--- src/rtl/hdlc_tx_pkg.sv ---
package hdlc_tx_pkg;

  localparam int unsigned OCTET_W   = 8;
  localparam int unsigned FCS_W     = 2 * OCTET_W;
  localparam int unsigned RUN_LIMIT = 5;

  localparam logic [OCTET_W-1:0] FLAG_OCTET  = 8'h7E;
  localparam logic [FCS_W-1:0]   FCS_POLY_LF = 16'h8408;
  localparam logic [FCS_W-1:0]   FCS_PRESET  = 16'hFFFF;

  typedef enum logic [1:0] {
    SYM_FLAG   = 2'd0,
    SYM_DATA   = 2'd1,
    SYM_FCS_LO = 2'd2,
    SYM_FCS_HI = 2'd3
  } sym_e;

  // Fold one octet into the reflected CRC register, bit 0 first.
  function automatic logic [FCS_W-1:0] fcs_fold(input logic [FCS_W-1:0] acc,
                                                input logic [OCTET_W-1:0] octet);
    logic [FCS_W-1:0] c;
    c = acc;
    for (int i = 0; i < int'(OCTET_W); i++) begin
      if (c[0] ^ octet[i]) c = (c >> 1) ^ FCS_POLY_LF;
      else                 c = c >> 1;
    end
    return c;
  endfunction

  // Symbols whose bits are subject to zero insertion.
  function automatic logic is_content(input sym_e s);
    return s != SYM_FLAG;
  endfunction

endpackage

--- src/rtl/hdlc_tx_holdbuf.sv ---
module hdlc_tx_holdbuf
  import hdlc_tx_pkg::*;
#(
  parameter int unsigned W = OCTET_W
) (
  input  logic         clk,
  input  logic         rst_n,
  input  logic         in_valid,
  input  logic [W-1:0] in_data,
  input  logic         take,
  input  logic         closing,
  output logic         buf_valid,
  output logic [W-1:0] buf_data,
  output logic         host_cts
);

  logic accept;

  // Ready only when empty and not inside the closing interval.
  assign host_cts = !buf_valid && !closing;
  assign accept   = in_valid && host_cts;

  always_ff @(posedge clk) begin
    if (!rst_n) begin
      buf_valid <= 1'b0;
      buf_data  <= '0;
    end else begin
      if (accept) begin
        buf_valid <= 1'b1;
        buf_data  <= in_data;
      end else if (take) begin
        buf_valid <= 1'b0;
      end
    end
  end

endmodule

--- src/rtl/hdlc_tx_fcs.sv ---
module hdlc_tx_fcs
  import hdlc_tx_pkg::*;
#(
  parameter int unsigned W  = OCTET_W,
  parameter int unsigned CW = FCS_W
) (
  input  logic          clk,
  input  logic          rst_n,
  input  logic          seed,
  input  logic          fold,
  input  logic [W-1:0]  octet,
  output logic [CW-1:0] acc
);

  always_ff @(posedge clk) begin
    if (!rst_n) begin
      acc <= FCS_PRESET;
    end else if (seed) begin
      acc <= fcs_fold(FCS_PRESET, octet);
    end else if (fold) begin
      acc <= fcs_fold(acc, octet);
    end
  end

endmodule

--- src/rtl/hdlc_tx_serializer.sv ---
module hdlc_tx_serializer
  import hdlc_tx_pkg::*;
#(
  parameter int unsigned W   = OCTET_W,
  parameter int unsigned CW  = FCS_W,
  parameter int unsigned RUN = RUN_LIMIT
) (
  input  logic          clk,
  input  logic          rst_n,
  input  logic          bit_en,
  input  logic          buf_valid,
  input  logic [W-1:0]  buf_data,
  input  logic [CW-1:0] fcs_acc,
  output logic          line_bit,
  output logic          take,
  output logic          fcs_seed,
  output logic          fcs_step,
  output logic          closing,
  output sym_e          cur_sym,
  output logic          eof_evt,
  output logic          flag_done_evt,
  output logic          stuff_evt
);

  localparam int unsigned CNT_W = $clog2(W + 1);
  localparam int unsigned RUN_W = $clog2(RUN + 1);

  logic [W-1:0]     sh_q;
  logic [CNT_W-1:0] left_q;
  logic [RUN_W-1:0] ones_q;
  logic             shift_evt;
  logic             sym_done;
  sym_e             nxt_sym;
  logic [W-1:0]     nxt_sh;

  // Internal events.
  assign stuff_evt     = bit_en && (ones_q == RUN_W'(RUN));
  assign shift_evt     = bit_en && !stuff_evt;
  assign sym_done      = shift_evt && (left_q == CNT_W'(1));
  assign flag_done_evt = sym_done && (cur_sym == SYM_FLAG);

  // Choice of the next symbol at the last bit of the current one.
  always_comb begin
    nxt_sym  = cur_sym;
    nxt_sh   = sh_q;
    take     = 1'b0;
    fcs_seed = 1'b0;
    fcs_step = 1'b0;
    eof_evt  = 1'b0;
    if (sym_done) begin
      unique case (cur_sym)
        SYM_FLAG: begin
          if (buf_valid) begin
            nxt_sym  = SYM_DATA;
            nxt_sh   = buf_data;
            take     = 1'b1;
            fcs_seed = 1'b1;
          end else begin
            nxt_sym = SYM_FLAG;
            nxt_sh  = FLAG_OCTET;
          end
        end
        SYM_DATA: begin
          if (buf_valid) begin
            nxt_sym  = SYM_DATA;
            nxt_sh   = buf_data;
            take     = 1'b1;
            fcs_step = 1'b1;
          end else begin
            nxt_sym = SYM_FCS_LO;
            nxt_sh  = ~fcs_acc[W-1:0];
            eof_evt = 1'b1;
          end
        end
        SYM_FCS_LO: begin
          nxt_sym = SYM_FCS_HI;
          nxt_sh  = ~fcs_acc[CW-1:W];
        end
        default: begin
          nxt_sym = SYM_FLAG;
          nxt_sh  = FLAG_OCTET;
        end
      endcase
    end
  end

  always_ff @(posedge clk) begin
    if (!rst_n) begin
      cur_sym  <= SYM_FLAG;
      sh_q     <= FLAG_OCTET;
      left_q   <= CNT_W'(W);
      ones_q   <= '0;
      line_bit <= 1'b1;
    end else if (stuff_evt) begin
      line_bit <= 1'b0;
      ones_q   <= '0;
    end else if (shift_evt) begin
      line_bit <= sh_q[0];
      if (is_content(cur_sym) && sh_q[0]) ones_q <= ones_q + 1'b1;
      else                                ones_q <= '0;
      if (sym_done) begin
        cur_sym <= nxt_sym;
        sh_q    <= nxt_sh;
        left_q  <= CNT_W'(W);
      end else begin
        sh_q   <= sh_q >> 1;
        left_q <= left_q - 1'b1;
      end
    end
  end

  always_ff @(posedge clk) begin
    if (!rst_n)             closing <= 1'b0;
    else if (eof_evt)       closing <= 1'b1;
    else if (flag_done_evt) closing <= 1'b0;
  end

endmodule

--- src/rtl/hdlc_tx_framer.sv ---
module hdlc_tx_framer
  import hdlc_tx_pkg::*;
#(
  parameter int unsigned W  = OCTET_W,
  parameter int unsigned CW = FCS_W
) (
  input  logic         clk,
  input  logic         rst_n,
  input  logic         bit_en,
  input  logic         in_valid,
  input  logic [W-1:0] in_data,
  output logic         host_cts,
  output logic         line_bit
);

  logic          buf_valid;
  logic [W-1:0]  buf_data;
  logic          take;
  logic          closing;
  logic          fcs_seed;
  logic          fcs_step;
  logic [CW-1:0] fcs_acc;
  sym_e          cur_sym;
  logic          eof_evt;
  logic          flag_done_evt;
  logic          stuff_evt;

  hdlc_tx_holdbuf #(.W(W)) u_buf (
    .clk       (clk),
    .rst_n     (rst_n),
    .in_valid  (in_valid),
    .in_data   (in_data),
    .take      (take),
    .closing   (closing),
    .buf_valid (buf_valid),
    .buf_data  (buf_data),
    .host_cts  (host_cts)
  );

  hdlc_tx_fcs #(.W(W), .CW(CW)) u_fcs (
    .clk   (clk),
    .rst_n (rst_n),
    .seed  (fcs_seed),
    .fold  (fcs_step),
    .octet (buf_data),
    .acc   (fcs_acc)
  );

  hdlc_tx_serializer #(.W(W), .CW(CW), .RUN(RUN_LIMIT)) u_ser (
    .clk           (clk),
    .rst_n         (rst_n),
    .bit_en        (bit_en),
    .buf_valid     (buf_valid),
    .buf_data      (buf_data),
    .fcs_acc       (fcs_acc),
    .line_bit      (line_bit),
    .take          (take),
    .fcs_seed      (fcs_seed),
    .fcs_step      (fcs_step),
    .closing       (closing),
    .cur_sym       (cur_sym),
    .eof_evt       (eof_evt),
    .flag_done_evt (flag_done_evt),
    .stuff_evt     (stuff_evt)
  );

endmodule

--- config.mk ---
export PLATFORM = sky130hd
export DESIGN_NAME = hdlc_tx_framer
export DESIGN_NICKNAME = d
export VERILOG_FILES = /design/src/rtl/hdlc_tx_pkg.sv /design/src/rtl/hdlc_tx_holdbuf.sv /design/src/rtl/hdlc_tx_fcs.sv /design/src/rtl/hdlc_tx_serializer.sv /design/src/rtl/hdlc_tx_framer.sv
export SDC_FILE = /design/constraint.sdc
export NUM_CORES = 1
export LEC_CHECK = 0
export BUFFER_PORTS_ARGS = -buffer_cell sky130_fd_sc_hd__buf_4
export CAP_MARGIN = 25
export CORE_MARGIN = 5
export CORE_UTILIZATION = 61
export DETAILED_ROUTE_END_ITERATION = 10
export PLACE_DENSITY = 0.8
export SYNTH_ARGS = -nofsm -noshare
export SYNTH_HDL_FRONTEND = slang
export SYNTH_HIERARCHICAL = 1
export SYNTH_SLANG_ARGS = --single-unit
export TNS_END_PERCENT = 20
--- constraint.sdc ---
create_clock -name clk -period 3.1 [get_ports clk]
set_input_delay 0.155 -clock clk [delete_from_list [all_inputs] [get_ports clk]]
set_output_delay 0.155 -clock clk [all_outputs]
set_load 0.03 [all_outputs]
======== Word level (Yosys, flattened, before mapping) ========
Cells that the tools add are included.
storage, ports and cells
  register bits after elaboration ......... 44
  output and inout bits ................... 2
cells by class
  add/subtract/negate cells ............... 2
  reductions and logical operators ........ 20
  muxes and demuxes ....................... 78
  equality and inequality tests ........... 4
  bitwise logic cells ..................... 34
operator list
  cell                   number
  $mux W16               53
  $not A2 Y3             15
  $mux W8                3
  $pmux W8 S3            1
  $mux W1                17
  $not A8 Y8             2
  $xor A1 B1 Y1          15
  $reduce_bool A2 Y1     5
  $logic_and A1 B1 Y1    7
  $pmux W2 S3            1
  $eq A4 B1 Y1 const B   1
  $mux W4                1
  $reduce_or A2 Y1       2
  $sub A4 B1 Y4 const B  1
  $add A3 B1 Y3 const B  1
  $eq A3 B3 Y1 const B   1
  $logic_not A1 Y1       3
  $mux W3                1
  $reduce_and A3 Y1      1
  $eq A2 B1 Y1 const B   1
  $eq A2 B2 Y1 const B   1
  $logic_not A2 Y1       1
  $mux W2                1
  $not A1 Y1             2
  $reduce_and A2 Y1      1

======== Logic depth before layout (Yosys ltp) ========
Gate-level depths: netlist of run 1.
  depth after elaboration ................. 43
  depth in mapped cells ................... 11
  gate-level depth less buffers ........... 9

======== Hierarchy ========
Netlist of run 1, hierarchy kept.
by module, submodules not included
  module              cells an instance  area each (um2)  instances
  hdlc_tx_fcs         140                1151.1           1
  hdlc_tx_serializer  131                1126.1           1
  hdlc_tx_holdbuf     40                 379.1            1

======== Worst setup path after synthesis of run 1 ========
No wires, ideal clock.
  path kind ............................... reg-to-reg
  start ................................... register u_ser.ones_q[1]
  end ..................................... register u_fcs.acc[13]
  path buffers ............................ 3
  clock period less this slack ............ 2.249 ns
  data arrival time ....................... 2.120 ns
  cell stages (with the launch flop) ...... 12
  path slack .............................. 0.851 ns
  required time ........................... 2.971 ns
  cells stage by stage .................... dfxtp_1 inv_1 ha_1 a21bo_1 buf_2 nor4_2 and2_1 clkbuf_1 clkbuf_1 a21oi_1 o22ai_1 nand2_1
on the way
  longest elaborated chain between the ends .. 7
  elaborated cells on any way between the ends .. 9
  classes of those cells .................. eq/ne: 1; mux: 3; reduce/logical: 5
RTL lines
  what                                                   RTL line                  RTL
  from (decl)                                            hdlc_tx_serializer.sv:30  logic [RUN_W-1:0] ones_q;
  from (signal assigned)                                 hdlc_tx_serializer.sv:99  if (is_content(cur_sym) && sh_q[0]) ones_q <= ones_q + 1'b1;
  $eq A3 B3 Y1 *                                         hdlc_tx_serializer.sv:37  assign stuff_evt = bit_en && (ones_q == RUN_W'(RUN));
  $logic_and A1 B1 Y1 *                                  hdlc_tx_serializer.sv:37
  $logic_not A1 Y1 *                                     hdlc_tx_serializer.sv:38  assign shift_evt = bit_en && !stuff_evt;
  $logic_and A1 B1 Y1 *                                  hdlc_tx_serializer.sv:38
  $logic_and A1 B1 Y1 *                                  hdlc_tx_serializer.sv:39  assign sym_done = shift_evt && (left_q == CNT_W'(1));
  $mux W1 *                                              hdlc_tx_serializer.sv:50  if (sym_done) begin
  net fcs_seed                                           hdlc_tx_framer.sv:20      logic fcs_seed;
  $mux W16 / $reduce_bool A2 Y1 (equally long branches)  n/a
  to (signal assigned)                                   hdlc_tx_fcs.sv:19         acc <= fcs_fold(FCS_PRESET, octet);
  to (signal assigned)                                   hdlc_tx_fcs.sv:21         acc <= fcs_fold(acc, octet);
  to (decl)                                              hdlc_tx_fcs.sv:12         output logic [CW-1:0] acc
Mark *: on every way through the listed nets, which the timed path passes. The rest lies on a longest branch.
A chain may end at the register's enable or synchronous reset.

======== Final worst setup path of run 1 ========
  start ................................... register u_ser.left_q[0]
  end ..................................... register u_fcs.acc[9]
on the way
  longest elaborated chain between the ends .. 4
  elaborated cells on any way between the ends .. 6
  classes of those cells .................. eq/ne: 1; mux: 3; reduce/logical: 2
RTL lines
  what                                                   RTL line                   RTL
  from (decl)                                            hdlc_tx_serializer.sv:29   logic [CNT_W-1:0] left_q;
  from (signal assigned)                                 hdlc_tx_serializer.sv:91   left_q <= CNT_W'(W);
  from (signal assigned)                                 hdlc_tx_serializer.sv:104  left_q <= CNT_W'(W);
  from (signal assigned)                                 hdlc_tx_serializer.sv:107  left_q <= left_q - 1'b1;
  $eq A4 B1 Y1 *                                         hdlc_tx_serializer.sv:39
  $logic_and A1 B1 Y1 *                                  hdlc_tx_serializer.sv:39
  $mux W1 *                                              hdlc_tx_serializer.sv:50
  net fcs_seed                                           hdlc_tx_framer.sv:20
  $mux W16 / $reduce_bool A2 Y1 (equally long branches)  n/a
Marks and branches as above.

==> results of run 1 <==
worst max-delay path: cells and delay by family, from the launching register on:
family	cells	cell delay, ns
AND/OR/NAND/NOR	4	1.15
AO/OA/AOI/OAI	2	0.41
flip-flops	1	0.40
buffers and inverters	1	0.32
adder cells (fa/ha/maj)	1	0.21
where the power goes:
part	switching, uW	total (uW)	internal [uW]
logic	90.9	165	73.8
clock network	192	431	239
registers	28.8	614	585
path summary, 6_finish.rpt:
| path | depth (start not counted) | end | start | slack, ns |
|---|---|---|---|---|
| min | 3 | u_buf/buf_data[5]$_SDFFE_PN0P_ | in_data[5] | 0.10 |
| max | 8 | u_fcs/acc[9]$_SDFFE_PN1P_ | u_ser/left_q[0]$_SDFFE_PN0P_ | 0.51 |
| min reg2reg | 2 | u_ser/sh_q[2]$_SDFFE_PN1P_ | u_ser/sh_q[2]$_SDFFE_PN1P_ | 0.48 |
| max reg2reg | 8 | u_fcs/acc[9]$_SDFFE_PN1P_ | u_ser/left_q[0]$_SDFFE_PN0P_ | 0.51 |
placed cells by master (no fill, tap or decap), types with 5 or more instances in the layout:
master     n
o31ai_1    5
buf_4     16
inv_1     23
a222oi_1   6
a21oi_1   12
nand3b_1   7
nor2_1    16
o22ai_1    6
nor3_1     8
o221ai_1   7
nand2_1   43
mux2i_1   10
clkbuf_8   5
xor2_1    10
xnor2_1   17
dfxtp_1   44
metal layers:
metal / GRT usage (%) / routed length, um
met3: 5.54 / 401
met4: 6.80 / 81
met1: 31.2 / 2690
met5: 0 / 0
met2: 31.4 / 2570
flip-flops by register name (all words and copies together) (netlist names):
signal / cells
u_fcs/acc: 16
u_ser/closing: 1
u_buf/buf_valid: 1
u_ser/line_bit: 1
u_ser/left_q: 4
u_buf/buf_data: 8
u_ser/ones_q: 3
u_ser/sh_q: 8
u_ser/cur_sym: 2
final cells by class:
class                           count  area (um^2)
Clock buffer                        6         72.6
Clock inverter                      2         35.0
Fill cell                         384         1460
Inverter                           24         90.1
Multi-Input combinational cell    220         1570
Sequential cell                    44          881
Tap cell                           52         65.1
Timing Repair Buffer               16          120
stage by stage:
stage                     hold slack (ns)  power, uW  setup slack, ns
after global routing               0.0882       1270            0.311
after CTS                          0.0962       1220            0.517
after detailed placement            0.420        789            0.608
after floorplan                     0.231        749            0.852
after global placement              0.415        785            0.723
final                               0.104       1210            0.506
==> out/summary.txt, run 1 <==
WP data arrival: 2.79 ns
Buffers on Ports: 13
Root buf cell: clkbuf_8
Die span in x: 75.9 um
Post-CTS resize count: 0
Crit share post-route: 83.7%
Gr usage total: 21.6%
Post-Syn Instances: 309
Inserted Clock Buffers: 5
CTS HTree Levels: 2
Vias: 2208
Post-route design area: 2830 um^2
Fin util: 65.9%
CP max stage cell: or3b_1
Core Area: 4290 um^2
RSZ-0062 raised after global routing: false
Grt total ovfl: 0
Area Overhead vs Synth: 7.00%
Vias per cell: 6.07
Post-synthesis cell area: 2650 um^2
Syn avg cell area: 8.56 um^2
Critical Path End Type: register
Num rows: 24
DP Area: 2720 um^2
DRT iter0 DRCs: 202
FMAX: 386 MHz
Initial antenna violation count: 0
Setup Buffers After CTS: 0
CP peak stage delay: 0.46 ns
Worst-margin pin slew: 0.821 ns
First-pass GRT wire length: 9.44 mm
Synthesized net count: 325
Final setup fails: 0
Routed len/inst: 15.8 um
HPWL Detailed: 3.83 mm
Routed Antenna Nets: 0
Clk buf depth: 2
Layout cells sized above 1: 13.1%
Startpoint Class: register
Max-cap viol count: 0
Starting Density: 61.6%
Crit path cell chain: ha_1 -> or3b_1 -> nor4_2 -> and2_1 -> buf_4 -> nor3_1 -> a21o_1 -> o31ai_1
CTS Hold Bufs: 0
Peak supply drop: 254 uV
Leakage: 0.00119 uW
Critical Path RT: 3.30 ns
DRC: 0
Die ar.: 5760 um^2
Clock latency on the worst-skew pair: 0.30 ns
Syn. warnings: 6
Maximum fanout along the worst path: 20
DRT Pass-1 Iters: 7
Class of the worst hold path: input pin to register
Ant diodes: 0
Post-route minimum period: 2.59 ns
Headroom to the max-slew limit: 45.0%
Final WL: 5.74 mm
IO Count: 14
TritonCTS Sinks: 44
Outcome: finished clean
Clock skew: 0.00635 ns
CTS tree: yes
PwrDens: 427 nW/um^2
Final Hold Vio Count: 0
Post-Layout Cell Count: 364
Pins over their slew limit: 0
Vias in the first global route: 1886
Setup TNS: 0 ns
Post-Place Cells: 356
Largest net degree at the start of global routing: 41
RD Place Congestion: 0.813
Final net count: 327
Reg clk slew, reported paths: 0.08 ns
Crit Path Category: register to register
Chip height: 75.9 um
(Power assumes the default switching activity.)
==> run 2: changes to the inputs <==
--- a/config.mk
+++ b/config.mk
@@ -5,12 +5,13 @@
 export SDC_FILE = /design/constraint.sdc
 export NUM_CORES = 1
 export LEC_CHECK = 0
+export ABC_AREA = 1
 export BUFFER_PORTS_ARGS = -buffer_cell sky130_fd_sc_hd__buf_4
 export CAP_MARGIN = 25
 export CORE_MARGIN = 5
 export CORE_UTILIZATION = 61
 export DETAILED_ROUTE_END_ITERATION = 10
-export PLACE_DENSITY = 0.8
+export PLACE_DENSITY = 0.79
 export SYNTH_ARGS = -nofsm -noshare
 export SYNTH_HDL_FRONTEND = slang
 export SYNTH_HIERARCHICAL = 1
==> constraint.sdc (replaced) <==
create_clock -name clk -period 2.5 [get_ports clk]
set_input_delay 0.125 -clock clk [delete_from_list [all_inputs] [get_ports clk]]
set_output_delay 0.125 -clock clk [all_outputs]
set_load 0.03 [all_outputs]
==> run 2 against run 1 <==
Area after synthesis is 7.3% higher. Cell area rose by 4.9%. Non-clock buffer count stayed put. Critical endpoint is now u_fcs/acc[10]$_SDFFE_PN1P_. Fmax increased by 17%. Critical path depth up 2.
==> out/summary.txt, run 2 <==
Largest net degree at the start of global routing: 19 (was 41)
Crit Path Category: register to register (unchanged)
Die ar.: 6120 um^2 (was 5760 um^2)
FF/Latch Area: 881 um^2 (unchanged)
Inserted Clock Buffers: 5 (unchanged)
Outcome: finished clean (unchanged)
Total power: 1480 uW (was 1210 uW)
Post-synthesis cell area: 2840 um^2 (was 2650 um^2)
DRT Pass-1 Iters: 5 (was 7)
Post-Syn Instances: 435 (was 309)
Peak supply drop: 389 uV (was 254 uV)
Num rows: 24 (unchanged)
Commonest non-fill, non-tap cell in the layout: nand2_1 (was dfxtp_1)
Fillers: 431 (was 384)
Grt total ovfl: 0 (unchanged)
Setup Buffers After CTS: 0 (unchanged)
Vias in the first global route: 2409 (was 1886)
Pre-CTS WS: 0.154 ns (was 0.608 ns)
Ant diodes: 0 (unchanged)
Most used cell, CP: inv_1
Class of the worst hold path: input pin to register (unchanged)
Final WL: 6.50 mm (was 5.74 mm)
Headroom to the max-slew limit: 56.4% (was 45.0%)
Critical Path End Type: register (unchanged)
CP max stage cell: nor2_1 (was or3b_1)
Routed Antenna Nets: 0 (unchanged)
Most frequent cells in the layout: 127 x nand2_1, 53 x nand3_1, 48 x inv_1 (was 44 x dfxtp_1, 43 x nand2_1, 23 x inv_1)
CTS HTree Levels: 2 (unchanged)
Pins over their slew limit: 0 (unchanged)
Clk buf depth: 2 (unchanged)
Syn avg cell area: 6.53 um^2 (was 8.56 um^2)
Chip height: 78.2 um (was 75.9 um)
Final Hold Vio Count: 0 (unchanged)
Internal: 1030 uW (was 898 uW)
Sequential power share: 52.4% (was 50.8%)
IO Count: 14 (unchanged)
Initial antenna violation count: 0 (unchanged)
Starting Density: 63.9% (was 61.6%)
Crit share post-route: 88.8% (was 83.7%)
Routed len/inst: 13.1 um (was 15.8 um)
Maximum fanout along the worst path: 8 (was 20)
Worst setup margin: 0.279 ns (was 0.506 ns)
CTS tree: yes (unchanged)
Post-route minimum period: 2.22 ns (was 2.59 ns)
Post-Layout Cell Count: 495 (was 364)
Vias: 2748 (was 2208)
Final setup fails: 0 (unchanged)
Largest register FFs: 16 (unchanged)
CP peak stage delay: 0.51 ns (was 0.46 ns)
Worst-margin pin slew: 0.653 ns (was 0.821 ns)
Area Overhead vs Synth: 4.58% (was 7.00%)
Post-Place Cells: 487 (was 356)
Max-cap viol count: 0 (unchanged)
Die span in x: 78.2 um (was 75.9 um)
Core Area: 4440 um^2 (was 4290 um^2)
Crit path cell chain: inv_1 -> ha_1 -> nand2_2 -> nand4_1 -> buf_4 -> nor3_1 -> inv_1 -> nor2_1 -> nand2_1 -> o21ai_2 (was ha_1 -> or3b_1 -> nor4_2 -> and2_1 -> buf_4 -> nor3_1 -> a21o_1 -> o31ai_1)
Reg clk slew, reported paths: 0.09 ns (was 0.08 ns)
DRT iter0 DRCs: 218 (was 202)
Psw: 453 uW (was 312 uW)
Biggest regs: u_fcs/acc: 16 flops, u_buf/buf_data: 8 flops, u_ser/sh_q: 8 flops (unchanged)
Synthesized net count: 451 (was 325)
FMAX: 450 MHz (was 386 MHz)
Clock skew: 0.00646 ns (was 0.00635 ns)
CTS Hold Bufs: 0 (unchanged)
PwrDens: 498 nW/um^2 (was 427 nW/um^2)
HPWL Detailed: 4.72 mm (was 3.83 mm)
TritonCTS Sinks: 44 (unchanged)
Clock latency on the worst-skew pair: 0.30 ns (about the same)
Biggest register: u_fcs/acc (unchanged)
DRC: 0 (unchanged)
Setup TNS: 0 ns (unchanged)
Sw Ratio: 30.6% (was 25.8%)
Critical Path RT: 2.74 ns (was 3.30 ns)
Final net count: 458 (was 327)
Startpoint Class: register (unchanged)
Buffers on Ports: 13 (unchanged)
Gr usage total: 22.2% (was 21.6%)
Leakage: 0.00139 uW (was 0.00119 uW)
First-pass GRT wire length: 11.2 mm (was 9.44 mm)
Post-CTS resize count: 0 (unchanged)
Multi-input gate area: 1610 um^2 (was 1570 um^2)
Layout cells sized above 1: 14.0% (was 13.1%)
Vias per cell: 5.55 (was 6.07)
Comb power frac: 17.9% (was 13.6%)
RD Place Congestion: 0.864 (was 0.813)
Root buf cell: clkbuf_8 (unchanged)
RSZ-0062 raised after global routing: false (unchanged)
WP data arrival: 2.46 ns (was 2.79 ns)
Worst-case hold slack: 0.137 ns (was 0.104 ns)
Syn. warnings: 6 (unchanged)
Clk network pwr share: 29.8% (was 35.6%)
==> run 2: changes by cell type in the layout (fill, tap and decap cells not counted), sizes merged, moves of 9 or more <==
cell | previous run | this run
nand3 | 3 | 54
mux2i | 10 | 0
nand2 | 43 | 140
a21oi | 12 | 42
inv | 23 | 56
xnor2 | 19 | 7
o21ai | 3 | 12
nor2 | 16 | 37
==> run 2: metrics by stage <==
stage          area, um^2  utilization [%]
2_1_floorplan        2840                -
3_3_place_gp         2880             64.8
3_5_place_dp         2880             64.8
4_1_cts              2970             66.8
5_1_grt              2970             66.8
6_report             2970             66.8
==> run 2: final cells by class <==
type                       count  share of cell area (%)
clock buffer                   5                    2.32
inverter                      56                    7.08
tap                           52                    2.19
multi-input combinational    319                    54.1
sequential                    44                    29.7
clock inverter                 3                   0.632
timing repair buffer          16                    4.04
==> run 2: final timing paths <==
check	start	cells after the start	slack, ns	endpoint
setup / recovery	u_ser/ones_q[1]$_SDFFE_PP0P_	10	0.28	u_fcs/acc[10]$_SDFFE_PN1P_
setup reg to reg	u_ser/ones_q[1]$_SDFFE_PP0P_	10	0.28	u_fcs/acc[10]$_SDFFE_PN1P_
hold / removal	in_data[3]	5	0.14	u_buf/buf_data[3]$_SDFFE_PN0P_
hold reg to reg	u_ser/sh_q[6]$_SDFFE_PN1P_	2	0.48	u_ser/sh_q[6]$_SDFFE_PN1P_
==> run 2: worst max-delay path, delay by kind of cell (launching register included) <==
kind	cells	cell delay, ns
and+or+nand+nor	5	1.18
DFF	1	0.35
buffers and inverters	3	0.33
adders and majority gates	1	0.18
AOI/OAI and AO/OA	1	0.12
==> run 2: routing by layer <==
layer | part of all wire, % | vias up | routed length, um | track usage (%)
li1 | - | 1401 | - | -
met1 | 47 | 1250 | 3050 | 30.8
met2 | 45 | 83 | 2910 | 34.5
met3 | 6.1 | 14 | 396 | 3.78
met4 | 2.3 | 0 | 150 | 8.74
met5 | 0 | - | 0 | 0
==> run 2: power by group through the flow <==
stage	clock network, uW	registers, uW	logic (uW)
global placement	0	790	255
global route	480	780	301
floorplan	0	778	220
CTS	446	775	263
finish	441	775	265
detailed placement	0	791	260
